$ cat src/rtl/bcs_pkg.sv
package bcs_pkg;
   localparam logic [2:0] BL_ONE   = 3'b000;
   localparam logic [2:0] BL_TWO   = 3'b001;
   localparam logic [2:0] BL_FOUR  = 3'b010;
   localparam logic [2:0] BL_EIGHT = 3'b011;
   localparam logic [2:0] BL_PAGE  = 3'b111;

   // log2 of the fixed burst length; unused codes map to a single beat
   function automatic int unsigned len_log2(input logic [2:0] code);
      case (code)
         BL_TWO:   return 1;
         BL_FOUR:  return 2;
         BL_EIGHT: return 3;
         default:  return 0;
      endcase
   endfunction

   function automatic logic is_page(input logic [2:0] code);
      return code == BL_PAGE;
   endfunction
endpackage

$ cat src/rtl/bcs_len_decode.sv
module bcs_len_decode #(
   parameter int unsigned COL_W = 9
) (
   input  logic [2:0]       code,
   output logic [COL_W-1:0] mask,
   output logic             full
);
   import bcs_pkg::*;

   localparam logic [COL_W-1:0] ONE = {{(COL_W-1){1'b0}}, 1'b1};

   always_comb begin
      full = is_page(code);
      if (full) mask = '1;
      else      mask = (ONE << len_log2(code)) - ONE;
   end
endmodule

$ cat src/rtl/bcs_beat_ctrl.sv
module bcs_beat_ctrl #(
   parameter int unsigned COL_W = 9
) (
   input  logic             clk,
   input  logic             rst_n,
   input  logic             start,
   input  logic             stop,
   input  logic             adv,
   input  logic [COL_W-1:0] mask_q,
   input  logic             full_q,
   output logic             active,
   output logic [COL_W-1:0] beat,
   output logic             last
);
   logic at_end;

   // the beat index reaching the window mask means the final beat
   assign at_end = !full_q && (beat == mask_q);
   assign last   = active && at_end;

   always_ff @(posedge clk or negedge rst_n) begin
      if (!rst_n) begin
         active <= 1'b0;
         beat   <= '0;
      end else if (start) begin
         active <= 1'b1;
         beat   <= '0;
      end else if (stop) begin
         active <= 1'b0;
      end else if (adv && active) begin
         if (at_end) active <= 1'b0;
         else        beat   <= beat + 1'b1;
      end
   end
endmodule

$ cat src/rtl/bcs_addr_map.sv
module bcs_addr_map #(
   parameter int unsigned COL_W  = 9,
   parameter bit          ITL_EN = 1'b1
) (
   input  logic [COL_W-1:0] base,
   input  logic [COL_W-1:0] beat,
   input  logic [COL_W-1:0] mask,
   input  logic             itl,
   output logic [COL_W-1:0] addr
);
   logic [COL_W-1:0] fixed_part;
   logic [COL_W-1:0] seq_part;

   assign fixed_part = base & ~mask;
   assign seq_part   = (base + beat) & mask;

   generate
      if (ITL_EN) begin : g_both_orders
         logic [COL_W-1:0] xor_part;
         assign xor_part = (base ^ beat) & mask;
         assign addr     = fixed_part | (itl ? xor_part : seq_part);
      end else begin : g_seq_only
         logic unused_itl;
         assign unused_itl = itl;
         assign addr       = fixed_part | seq_part;
      end
   endgenerate
endmodule

$ cat src/rtl/burst_col_seq.sv
module burst_col_seq #(
   parameter int unsigned COL_W  = 9,
   parameter bit          ITL_EN = 1'b1
) (
   input  logic             clk,
   input  logic             rst_n,
   input  logic             start,
   input  logic [COL_W-1:0] start_col,
   input  logic [2:0]       bl_code,
   input  logic             itl,
   input  logic             adv,
   input  logic             stop,
   output logic [COL_W-1:0] col_out,
   output logic             col_vld,
   output logic             last
);
   generate
      if (COL_W < 3) begin : g_bad_width
         $error("burst_col_seq: COL_W must cover an 8-beat window");
      end
   endgenerate

   logic [COL_W-1:0] mask_d, mask_q, base_q, beat;
   logic             full_d, full_q, itl_q, active;

   bcs_len_decode #(.COL_W(COL_W)) u_dec (
      .code (bl_code),
      .mask (mask_d),
      .full (full_d)
   );

   // burst settings are captured only on start
   always_ff @(posedge clk or negedge rst_n) begin
      if (!rst_n) begin
         base_q <= '0;
         mask_q <= '0;
         full_q <= 1'b0;
         itl_q  <= 1'b0;
      end else if (start) begin
         base_q <= start_col;
         mask_q <= mask_d;
         full_q <= full_d;
         itl_q  <= itl && !full_d;
      end
   end

   bcs_beat_ctrl #(.COL_W(COL_W)) u_ctrl (
      .clk    (clk),
      .rst_n  (rst_n),
      .start  (start),
      .stop   (stop),
      .adv    (adv),
      .mask_q (mask_q),
      .full_q (full_q),
      .active (active),
      .beat   (beat),
      .last   (last)
   );

   bcs_addr_map #(.COL_W(COL_W), .ITL_EN(ITL_EN)) u_map (
      .base (base_q),
      .beat (beat),
      .mask (mask_q),
      .itl  (itl_q),
      .addr (col_out)
   );

   assign col_vld = active;
endmodule

$ cat config.mk
export PLATFORM = sky130hd
export DESIGN_NAME = burst_col_seq
export DESIGN_NICKNAME = d
export VERILOG_FILES = /design/src/rtl/bcs_pkg.sv /design/src/rtl/bcs_len_decode.sv /design/src/rtl/bcs_beat_ctrl.sv /design/src/rtl/bcs_addr_map.sv /design/src/rtl/burst_col_seq.sv
export SDC_FILE = /design/constraint.sdc
export NUM_CORES = 1
export LEC_CHECK = 0
export ABC_AREA = 1
export ABC_CLOCK_PERIOD_IN_PS = 4700
export BUFFER_PORTS_ARGS = -buffer_cell sky130_fd_sc_hd__buf_2
export CAP_MARGIN = 0
export CORE_ASPECT_RATIO = 0.9
export CORE_MARGIN = 1.5
export CORE_UTILIZATION = 40
export CTS_CLUSTER_SIZE = 8
export DETAILED_ROUTE_END_ITERATION = 10
export PLACE_DENSITY_LB_ADDON = 0.25
export SYNTH_ARGS = -nofsm -noshare
export SYNTH_HDL_FRONTEND = slang
export SYNTH_HIERARCHICAL = 1
export SYNTH_SLANG_ARGS = --single-unit
$ cat constraint.sdc
create_clock -name clk -period 4.7 [get_ports clk]
set_clock_uncertainty 0.15 [all_clocks]
set_input_delay 0.47 -clock clk [delete_from_list [all_inputs] [get_ports clk]]
set_output_delay 0.47 -clock clk [all_outputs]
set_load 0.005 [all_outputs]
Word-level counts from Yosys, hierarchy flattened

Cells that the tools add are included.

Register bits after elaboration: 30
Latch bits: 0
Bits in writable memories: 0
Bits in read-only memories: 0
Input port bits: 18
Output and inout port bits: 11
Logic and storage cells: 46
Memories: 0

Add/sub/neg operators: 3
Multipliers: 0
Divide/modulo/power cells: 0
Order comparisons: 0
Eq/ne operators: 7
Shifts and indexed selects: 1
Muxes and demuxes: 12
Bitwise logic cells: 6
Reductions and logical operators: 11

Operator list:

| cell                                                                  | number |
|---|---|
| 9-bit two-way mux                                                     | 6 |
| 32-bit two-way mux                                                    | 1 |
| 1-bit by 32-bit << shifter with 9-bit output, first input constant    | 1 |
| 9-bit bitwise AND                                                     | 3 |
| 9-bit by 1-bit adder with 9-bit output, second input constant         | 1 |
| 9-bit adder                                                           | 1 |
| 9-bit equality test                                                   | 1 |
| 9-bit NOT                                                             | 1 |
| 9-bit bitwise OR                                                      | 1 |
| 9-bit by 1-bit subtractor with 9-bit output, second input constant    | 1 |
| 9-bit bitwise XOR                                                     | 1 |
| 3-bit by 2-bit equality test with 1-bit output, second input constant | 2 |
| 2-bit one-hot mux with 3 select lines                                 | 1 |
| 3-bit nonzero test                                                    | 2 |
| 1-bit logical AND                                                     | 4 |
| 1-bit two-way mux                                                     | 4 |
| 2-bit inequality test, second input constant                          | 2 |
| 3-bit by 1-bit equality test with 1-bit output, second input constant | 1 |
| 3-bit equality test, second input constant                            | 1 |
| 3-bit AND reduction                                                   | 1 |
| 1-bit logical NOT                                                     | 2 |
| 2-bit AND reduction                                                   | 1 |
| 2-bit nonzero test                                                    | 1 |

Longest topological paths before layout

Gate-level depths: netlist of the first run.

Depth after elaboration: 6
Gate-level depth with buffers: 12
Mapped depth without buffers: 12

Hierarchy

Netlist of the first run, hierarchy kept.

By module, submodules not included:

| module         | times used | cells an instance | area each (um^2) | sequential area each (um^2) |
|---|---|---|---|---|
| bcs_beat_ctrl  | 1          | 154               | 922.1            | 250.2 |
| burst_col_seq  | 1          | 86                | 772.0            | 500.5 |
| bcs_addr_map   | 1          | 97                | 521.8            | 0.0 |
| bcs_len_decode | 1          | 16                | 82.6             | 0.0 |

Worst setup path after synthesis of the first run

No wires, ideal clock.

Kind: reg2out
Start: reg u_ctrl.beat[0]
End: out col_out[6]
Data arrival time: 1.535 ns
Required time: 4.080 ns
Path slack: 2.545 ns
Stages on the path, launching flop included: 13
Path buffers: 0
Path through: dfrtp_1 > ha_1 > inv_1 > fa_1 > inv_1 > nand2_1 > nand2_1 > nand3b_1 > o21ai_1 > inv_1 > nand2_1 > nand3_1 > nand2_1

Cells in the longest elaborated chain, start to end: 4

RTL lines:

| item                   | line                | text |
|---|---|---|
| from (decl)            | bcs_beat_ctrl.sv:12 | `output logic [COL_W-1:0] beat,` |
| from (signal assigned) | bcs_beat_ctrl.sv:32 | `else beat <= beat + 1'b1;` |
| 9-bit adder            | bcs_addr_map.sv:15  | `assign seq_part = (base + beat) & mask;` |
| 9-bit bitwise AND      | bcs_addr_map.sv:15  |  |
| 9-bit two-way mux      | bcs_addr_map.sv:21  | `assign addr = fixed_part \| (itl ? xor_part : seq_part);` |
| 9-bit bitwise OR       | bcs_addr_map.sv:21  |  |
| to (decl)              | burst_col_seq.sv:13 | `output logic [COL_W-1:0] col_out,` |

No other way between the ends.

Worst setup path in the final report of the first run

Same ends and word-level chain as after synthesis.

==> impl_results.md, run 1 <==
- Status: finished, final reports clean
- # IOs: 29
- Syn Nets: 381
- CTS Sinks: 30
- Period utilization: 58.4%
- CTS clock-pin slew for the worst setup and hold paths: 0.07 ns
- Top cells by area, synth: dfrtp_1, nand2_1, inv_1
- Sequential fraction of the synthesis area: 32.7%
- Layout fillers: 578
- DR vias/cell: 4.81
- Synth top cells by count: nand2_1, inv_1, dfrtp_1
- Gr usage total: 18.4%
- Pwr/cell area: 263 mW/mm^2
- Footprint of the multi-input gates: 0.00125 mm^2
- Count leader, synth: nand2_1
- Vias: 2135
- Max rail drop VDD: 0.144 mV
- Pleak: 1.50 nW
- IO buf count: 28
- Final total power: 0.668 mW
- Final ANT Viol Nets: 0
- Die Height: 74.9 um
- Crit path launch type: flop
- Vias in the first global route: 2033
- CTS tree: built
- Fmax: 364 MHz
- Largest net degree at the start of global routing: 31
- Drt wl/cell: 11.7 um
- Root Buffer: clkbuf_8
- Final hold violations: 0
- Crit Path Class: flop to primary output
- Setup TNS Final: 0 ns
- Syn Area/Cell: 6.51 um^2
- DRT Pass-1 Iters: 5
- Area grow syn2layout: 10.5%
- Post-CTS resize count: 0
- Crit path time final: 2.74 ns
- GPL Wtd Cong: 0.842
- Cell variety after synth: 28
- Ant diodes: 0
- Crit-path max FO: 6
- Setup violators final: 0
- EDFF count, synth: 0
- Slew Limit Fails: 0
- Total CTS buffers: 5
- Final nets: 404
- Number of DRC markers in iteration 0: 127
- CP required: 4.08 ns
- DRC errors left: 0
- Synth Instances: 353
- Worst Setup End Kind: primary output
- Cell taking the most area after synthesis: dfrtp_1
- Detail Placement HPWL: 3800 um
- Residual overflow from global routing: 0
- Initial core utilization: 42.7%
- Max Cap Viol: 0
- #FFs+latches synth: 30
- CTS Hold Buffers Added: 0
- Skew-Pair Late Insertion Delay: 0.28 ns
- Normalized max-slew margin: 48.2%
- Row cnt: 25
- Layout Cells excl Fill: 444
- Worst Max-Slew Pin Slew: 0.775 ns
- First-pass GRT wire length: 9210 um
- Arr. time, crit path: 2.12 ns
- Ys flop type: dfrtp_1
- # placed instances: 436
- DIE WIDTH: 82.9 um
- Synth Warn #: 6
- Register area: 751 um^2
- Bufs on Longest Clock Path: 2
- Mapped Area: 0.00230 mm^2
- H-tree depth: 2
- Share of cells above drive strength 1: 12.7%
- Hold WC Path Type: input port to asynchronous set/reset pin
- Final Util: 47.2%
- Core area: 0.00538 mm^2
- Top-area cell type share of the netlist area: 32.7%
- Initial antenna violation count: 0
- RSZ-0062 raised after global routing: false
- Setup bufs post-CTS: 0
- Asr flop ratio synth: 100%
- Drt total wl: 5210 um
- Die footprint: 0.00621 mm^2
[power by group]
group          leakage (nW)  switching, mW  internal [mW]
combinational          1.05         0.0732         0.0466
clock                0.0579          0.102          0.156
sequential            0.390         0.0177          0.273
total                  1.50          0.193          0.476
[per-stage QoR]
| step | hold WS (ns) | area (um^2) | worst slack, ns |
|---|---|---|---|
| 2_1_floorplan | 0.0244 | 2300 | 2.54 |
| 4_1_cts | 0.111 | 2540 | 1.95 |
| 3_5_place_dp | 0.335 | 2430 | 2.26 |
| 6_report | 0.0823 | 2540 | 1.96 |
| 3_3_place_gp | 0.332 | 2430 | 2.30 |
| 5_1_grt | 0.142 | 2540 | 1.78 |
[cells in the final DEF, fill, tap and decap left out, drive strengths merged, types with 2 or more instances in the layout]
cell type | synthesis | final
nand3 | 25 | 25
dfrtp | 30 | 30
buf | 12 | 28
nand2 | 154 | 154
inv | 52 | 52
nand3b | 3 | 3
clkbuf | 0 | 5
nand4 | 12 | 12
nor2 | 26 | 26
o21bai | 2 | 2
clkinv | 2 | 4
ha | 9 | 9
xor2 | 7 | 7
o21ai | 3 | 3
a21oi | 10 | 10
[path summary, 6_finish.rpt]
check,slack [ns],cells after the start,endpoint,start
worst max-delay path,1.96,13,col_out[6],u_ctrl/beat[0]
worst min-delay path,0.08,1,base_q[7],rst_n
worst max register to register,2.83,8,u_ctrl/active,u_ctrl/beat[8]
worst min register to register,0.35,2,full_q,full_q
max in group asynchronous,3.86,1,u_ctrl/beat[2],rst_n
min in group clk,0.23,3,base_q[2],start_col[2]
[kinds of logic after synthesis]
logic type / synth area share [%]
AOI/OAI and AO/OA: 4.30
xor gates and xnor gates: 3.05
adders and majority gates: 5.77
buffers and inverters: 12.8
DFF: 32.7
muxes: 0.490
and+or+nand+nor: 40.9
[worst max-delay path, stage by stage (launching register included)]
cell,delay [ns]
dfrtp_1,0.43
ha_1,0.21
inv_1,0.06
fa_1,0.38
inv_1,0.07
nand2_1,0.05
nand2_1,0.11
nand3b_1,0.09
o21ai_1,0.12
inv_1,0.06
nand2_1,0.05
nand3_1,0.06
nand2_1,0.06
buf_2,0.10
[cell type report]
class	count	share of cell area (%)
clock buffers	5	2.71
clock inverters	3	1.58
inverters	54	7.98
multi-input cells	257	49.3
flip-flops and latches	30	29.6
well taps	67	3.30
repair buffers	28	5.52
[registers in the layout, summed over array words and instances (netlist names)]
register	cells
u_ctrl/beat	9
full_q	1
itl_q	1
mask_q	9
base_q	9
u_ctrl/active	1
[metal layers]
metal | wire (um) | global-route usage, %
met1 | 2590 | 24.2
met2 | 2340 | 31.3
met3 | 252 | 4.17
met4 | 31 | 4.81
met5 | 0 | 0
Note: power is estimated with default switching activity, not from simulation.
==> inputs of run 2 (changes only) <==
ABC_AREA = 0   (was 1)
ABC_CLOCK_PERIOD_IN_PS = 2600   (was 4700)
clock period = 2.6 ns   (was 4.7 ns; I/O delays follow)
==> impl_results.md, run 2 <==
- Status: finished with violations
- Violated checks: setup timing
- Dpl ws: 0.0116 ns (-2.25 ns)
- Worst Setup End Kind: primary output
- Setup violators final: 2 (+2)
- Largest net degree at the start of global routing: 36 (+16%)
- Synth Warn #: 6 (unchanged)
- Number of DRC markers in iteration 0: 69 (-46%)
- Core area: 0.00495 mm^2 (-7.9%)
- Register area: 753 um^2 (+0.33%)
- Initial core utilization: 42.2% (-0.47 points)
- Crit path time final: 2.75 ns
- DIE WIDTH: 79.3 um (-4.4%)
- Fmax: 363 MHz
- Drt total wl: 4600 um (-12%)
- # IOs: 29 (unchanged)
- Period utilization: 106%
- R2r setup slk: 0.33 ns (-2.50 ns)
- Count leader, synth: dfrtp_1
- H-tree depth: 2 (unchanged)
- Bufs on Longest Clock Path: 2 (unchanged)
- Largest regs: base_q x9, mask_q x9, u_ctrl/beat x9
- Detail Placement HPWL: 3070 um (-19%)
- Initial antenna violation count: 0 (unchanged)
- Worst Max-Slew Pin Slew: 0.746 ns (-0.0284 ns)
- Crit Path Class: flop to primary output
- First-pass GRT wire length: 7530 um (-18%)
- Die Height: 71.6 um (-4.4%)
- Ant diodes: 0 (unchanged)
- EDFF count, synth: 0 (unchanged)
- Vias in the first global route: 1575 (-23%)
- DRC errors left: 0 (unchanged)
- Asr flop ratio synth: 100% (unchanged)
- Syn Nets: 221 (-42%)
- Pwr/cell area: 539 mW/mm^2 (+100%)
- DR vias/cell: 5.11 (+6.3%)
- Synth Instances: 193 (-45%)
- XOR/XNOR share of the synthesized area: 6.69% (+3.6 points)
- Layout Cells excl Fill: 302 (-32%)
- # placed instances: 283 (-35%)
- GPL Wtd Cong: 0.842 (about the same)
- CTS clock-pin slew for the worst setup and hold paths: 0.07 ns (about the same)
- Gr usage total: 17.7% (-0.74 points)
- Syn Area/Cell: 10.8 um^2 (+67%)
- Commonest non-fill, non-tap cell in the layout: dfrtp_1
- Drt wl/cell: 15.2 um (+30%)
- Footprint of the multi-input gates: 0.00129 mm^2 (+2.9%)
- Area grow syn2layout: 24.1%
- Cell variety after synth: 49 (+75%)
- Layout fillers: 444 (-23%)
- Die footprint: 0.00568 mm^2 (-8.6%)
- Final hold violations: 0 (unchanged)
- Cell taking the most area after synthesis: dfrtp_1
- Adder-Cell Fraction of Synth Area: 6.34% (+0.57 points)
- CTS Sinks: 30 (unchanged)
- RSZ-0062 raised after global routing: true
- WHS: 0.0540 ns (-0.0283 ns)
- Mapped Area: 0.00209 mm^2 (-8.9%)
- Share of cells above drive strength 1: 43.0% (+30 points)
- CTS tree: built
- Row cnt: 24 (-4.0%)
- Ys flop type: dfrtp_1
- Synth Area in Simple Gates: 16.0% (-25 points)
- CP required: 2.19 ns (-1.89 ns)
- Max rail drop VDD: 0.271 mV (+88%)
- Max Cap Viol: 0 (unchanged)
- Compound-cell area share of the yosys netlist: 12.1% (+7.8 points)
- Top-area cell type share of the netlist area: 35.9% (+3.2 points)
- Sequential fraction of the synthesis area: 35.9% (+3.2 points)
- Hold WC Path Type: input port to flop
- Final nets: 264 (-35%)
- Normalized max-slew margin: 50.3% (+2.1 points)
- Residual overflow from global routing: 0 (unchanged)
- Main combinational cell family by area after synthesis: multiplexers
- Final total power: 1.40 mW (+110%)
- Skew-Pair Late Insertion Delay: 0.28 ns (about the same)
- Crit path launch type: flop
- Top cells by area, synth: dfrtp_1, mux2_4, ha_1
- Final Util: 52.4% (+5.3 points)
- IO buf count: 28 (unchanged)
- Arr. time, crit path: 2.34 ns (+0.22 ns)
- Commonest cells after routing, fill and taps aside: dfrtp_1, buf_2, mux2_4
- Slew Limit Fails: 0 (unchanged)
- Pleak: 1.20 nW (-20%)
- Root Buffer: clkbuf_8
- DRT Pass-1 Iters: 4 (-1)
- Vias: 1544 (-28%)
- #FFs+latches synth: 30 (unchanged)
- Total CTS buffers: 5 (unchanged)
- Crit-path max FO: 4 (-2)
- Setup WS post-layout: -0.155 ns (-2.11 ns)
- Synth top cells by count: dfrtp_1, mux2_4, nor2_1
- Post-synthesis mux area share: 17.9% (+17 points)
- Final ANT Viol Nets: 0 (unchanged)
[run 2: cell types whose count changed after synthesis, moves of 4 or more]
cell	previous run	this run
nor2b_1	1	5
nor2_2	5	0
nand4_1	12	3
xnor2_1	1	12
nor2_1	20	15
mux2_4	0	19
o21ai_0	2	8
inv_1	50	7
mux2_2	1	7
nand2_1	154	8
nand3_1	24	3
[run 2: through the flow]
step | TNS [ns] | instance area (um^2)
finish | -0.270 | 2600
global route | -0.551 | 2600
CTS | -0.331 | 2530
detailed placement | 0 | 2300
global placement | 0 | 2300
floorplan | 0 | 2090
[run 2: worst paths after layout]
check                                from        endpoint  cells past startpoint
setup / recovery                base_q[0]      col_out[6]                      9
hold / removal               start_col[5]       base_q[5]                      2
setup reg to reg           u_ctrl/beat[1]  u_ctrl/beat[3]                      7
hold reg to reg                 base_q[8]       base_q[8]                      1
max in group asynchronous           rst_n  u_ctrl/beat[2]                      2
min in group asynchronous           rst_n       base_q[8]                      2
[run 2: area by class of cell]
cell class | count | area share [%]
clock buffer | 6 | 3.18
clock inverter | 2 | 2.31
inverter | 7 | 1.01
multi-input combinational | 146 | 49.6
sequential | 30 | 29.0
tap | 65 | 3.13
timing repair buffer | 46 | 11.8
[run 2: timing repair]
action / CTS / global route
pin swaps: 8 / 11
endpoints found under the setup margin: 4 / 6
hold buffers: 1 / 0
hold endpoints to repair: 30 / 0
resized for setup: 8 / 6
setup buffers: 5 / 5
[run 2: report_power, final]
group          switching [mW]  internal, mW
sequential             0.0374         0.497
clock                   0.187         0.409
combinational           0.119         0.152
total                   0.344          1.06
[run 2: logic make-up after synthesis]
kind of cell | after synthesis
xor gates and xnor gates | 16
adders and majority gates | 10
AOI/OAI and AO/OA | 35
buffers and inverters | 17
and+or+nand+nor | 58
muxes | 27
DFF | 30
[run 2: layer usage]
| layer | track usage [%] | share of wire [%] |
|---|---|---|
| met5 | 0 | 0 |
| met1 | 23.3 | 49 |
| met4 | 5.85 | 1.1 |
| met2 | 28.5 | 46 |
| met3 | 4.46 | 4.2 |
[run 2: critical path: stages, from the launching register on]
cell and delay (ns):
dfrtp_1 0.37, ha_2 0.20, inv_2 0.04, fa_2 0.33
nand2b_4 0.15, a211oi_4 0.29, a31oi_1 0.16, xnor2_1 0.14
mux2_4 0.26, buf_6 0.11
==> inputs of run 3 (changes only) <==
ABC_AREA = 1   (was 0)
==> impl_results.md, run 3 (synthesis gave the netlist of run 1 again) <==
- Die Height: 74.9 um (+4.6%)
- Register area: 751 um^2 (-0.33%)
- DRC errors left: 0 (unchanged)
- CP required: 2.19 ns (about the same)
- CTS Sinks: 30 (unchanged)
- Bufs on Longest Clock Path: 2 (unchanged)
- Total CTS buffers: 5 (unchanged)
- Placed cell area: 0.00244 mm^2 (+5.9%)
- DIE WIDTH: 82.9 um (+4.6%)
- Row cnt: 25 (+4.2%)
- Hold Crit Endpoint: base_q[3]
- Pleak: 1.50 nW (+25%)
- Residual overflow from global routing: 0 (unchanged)
- Final ANT Viol Nets: 0 (unchanged)
- Worst Path Buf+Inv: 3 (+1)
- Fmax: 405 MHz (+11%)
- Setup violators final: 0 (-2)
- Largest net degree at the start of global routing: 31 (-14%)
- DR vias/cell: 4.78 (-6.6%)
- GPL Wtd Cong: 0.844 (+0.24%)
- Slew Limit Fails: 0 (unchanged)
- Final Util: 47.7% (-4.8 points)
- Hold WC Path Type: input port to flop
- Final total power: 1.15 mW (-18%)
- Worst Setup End Kind: primary output
- Worst Max-Slew Pin Slew: 0.754 ns (+0.00796 ns)
- Layout fillers: 569 (+28%)
- Worst R2R Start: u_ctrl/beat[8]
- Drt wl/cell: 11.8 um (-23%)
- Commonest cells after routing, fill and taps aside: nand2_1, inv_1, dfrtp_1
- Max Cap Viol: 0 (unchanged)
- CTS tree: built
- Pwr/cell area: 450 mW/mm^2 (-17%)
- Dpl ws: 0.361 ns (+0.349 ns)
- Max rail drop VDD: 0.356 mV (+32%)
- Final nets: 407 (+54%)
- Ant diodes: 0 (unchanged)
- Design area: 0.00256 mm^2 (-1.3%)
- WHS: 0.0137 ns (-0.0403 ns)
- Setup WS post-layout: 0.128 ns (+0.283 ns)
- Layout Cells excl Fill: 447 (+48%)
- Crit-path cells: ha_2, inv_2, fa_2, inv_2, nand2_2, nand2_2, nand3_1, nand2_1, nand2_1, nand3_1, nand2_1, nand2_1, buf_2
- Gr usage total: 18.9% (+1.2 points)
- Detail Placement HPWL: 3880 um (+27%)
- Initial core utilization: 42.7% (+0.47 points)
- First-pass GRT wire length: 9240 um (+23%)
- Root Buffer: clkbuf_8
- IO buf count: 28 (unchanged)
- Crit path launch type: flop
- CP top delay family: adder cells
- Number of DRC markers in iteration 0: 114 (+65%)
- Vias in the first global route: 2024 (+29%)
- CTS clock-pin slew for the worst setup and hold paths: 0.07 ns (about the same)
- H-tree depth: 2 (unchanged)
- DRT Pass-1 Iters: 4 (unchanged)
- Final hold violations: 0 (unchanged)
- Vias: 2135 (+38%)
- Initial antenna violation count: 0 (unchanged)
- Drt total wl: 5280 um (+15%)
- CP dominant cell by count: nand2_1
- Footprint of the multi-input gates: 0.00127 mm^2 (-1.7%)
- Core area: 0.00538 mm^2 (+8.6%)
- Arr. time, crit path: 2.06 ns (-0.28 ns)
- Worst hold path depth: 3 (+1)
- Status: finished, final reports clean
- # IOs: 29 (unchanged)
- Normalized max-slew margin: 49.5% (-0.72 points)
- Crit Path Class: flop to primary output
- Crit-path max cell delay: 0.41 ns (+0.04 ns)
- Slowest stage cell on the critical path: dfrtp_1
- Worst-case reg-to-reg path depth: 8 (+1)
- Hold path start: start_col[3]
- Area grow syn2layout: 11.5%
- Crit path time final: 2.47 ns (-0.283 ns)
- Skew-Pair Late Insertion Delay: 0.29 ns (about the same)
- Largest regs: base_q x9, mask_q x9, u_ctrl/beat x9
- RR Endpoint: u_ctrl/active
- # placed instances: 437 (+54%)
- Commonest non-fill, non-tap cell in the layout: nand2_1
- Share of cells above drive strength 1: 15.0% (-28 points)
- Die footprint: 0.00621 mm^2 (+9.4%)
- Setup TNS Final: 0 ns (+0.270 ns)
- Crit-path max FO: 5 (+1)
- Period utilization: 95.1% (-11 points)
- R2r setup slk: 0.73 ns (+0.40 ns)
[run 3: cell types whose count changed in the layout (fill, tap and decap cells not counted), sizes merged, moves of 4 or more]
cell and change:
and3 -4, inv +45, buf -15, mux2 -26, nand3 +22, nand4 +9, a211oi -4, nor2 +11
nand2 +146, nor2b -4, o21ai -5, xnor2 -11
[run 3: repair_timing]
action	4_1_cts	5_1_grt
hold buffers	1	0
gates resized for setup	0	7
buffers inserted	0	1
endpoints found under the hold margin	30	0
setup endpoints to repair	0	3
[run 3: metal layers]
metal | global-route usage [%] | routed length (um) | share of wire [%] | vias up
met4 | 6.11 | 83 | 1.6 | 0
met2 | 32.6 | 2420 | 46 | 31
met1 | 23.0 | 2580 | 49 | 960
met3 | 5.81 | 195 | 3.7 | 7
met5 | 0 | 0 | 0 | -
li1 | - | - | - | 1137
[run 3: where the power goes]
group	switching [mW]	internal, mW
combinational	0.135	0.0884
clock	0.192	0.213
sequential	0.0317	0.494
total	0.359	0.795
[run 3: tightest hold or removal path, delay by kind of cell]
family	cells	cell delay [ns]
and+or+nand+nor	2	0.09
buffers and inverters	1	0.07
[run 3: worst max-delay path by stage]
stage                         from    endpoint  slack [ns]  cells after the start
floorplan           u_ctrl/beat[0]  col_out[6]        0.65                     12
global placement    u_ctrl/beat[0]  col_out[6]        0.41                     13
detailed placement  u_ctrl/beat[0]  col_out[6]        0.36                     13
CTS                 u_ctrl/beat[0]  col_out[6]        0.03                     13
global route        u_ctrl/beat[0]  col_out[6]       -0.01                     13
finish              u_ctrl/beat[0]  col_out[8]        0.13                     13
[run 3: final cells by class]
class,instances,area share (%)
timing repair buffer,31,6.44
multi-input combinational,257,49.4
tap,67,3.27
sequential,30,29.3
clock inverter,2,0.488
clock buffer,6,3.22
inverter,54,7.91
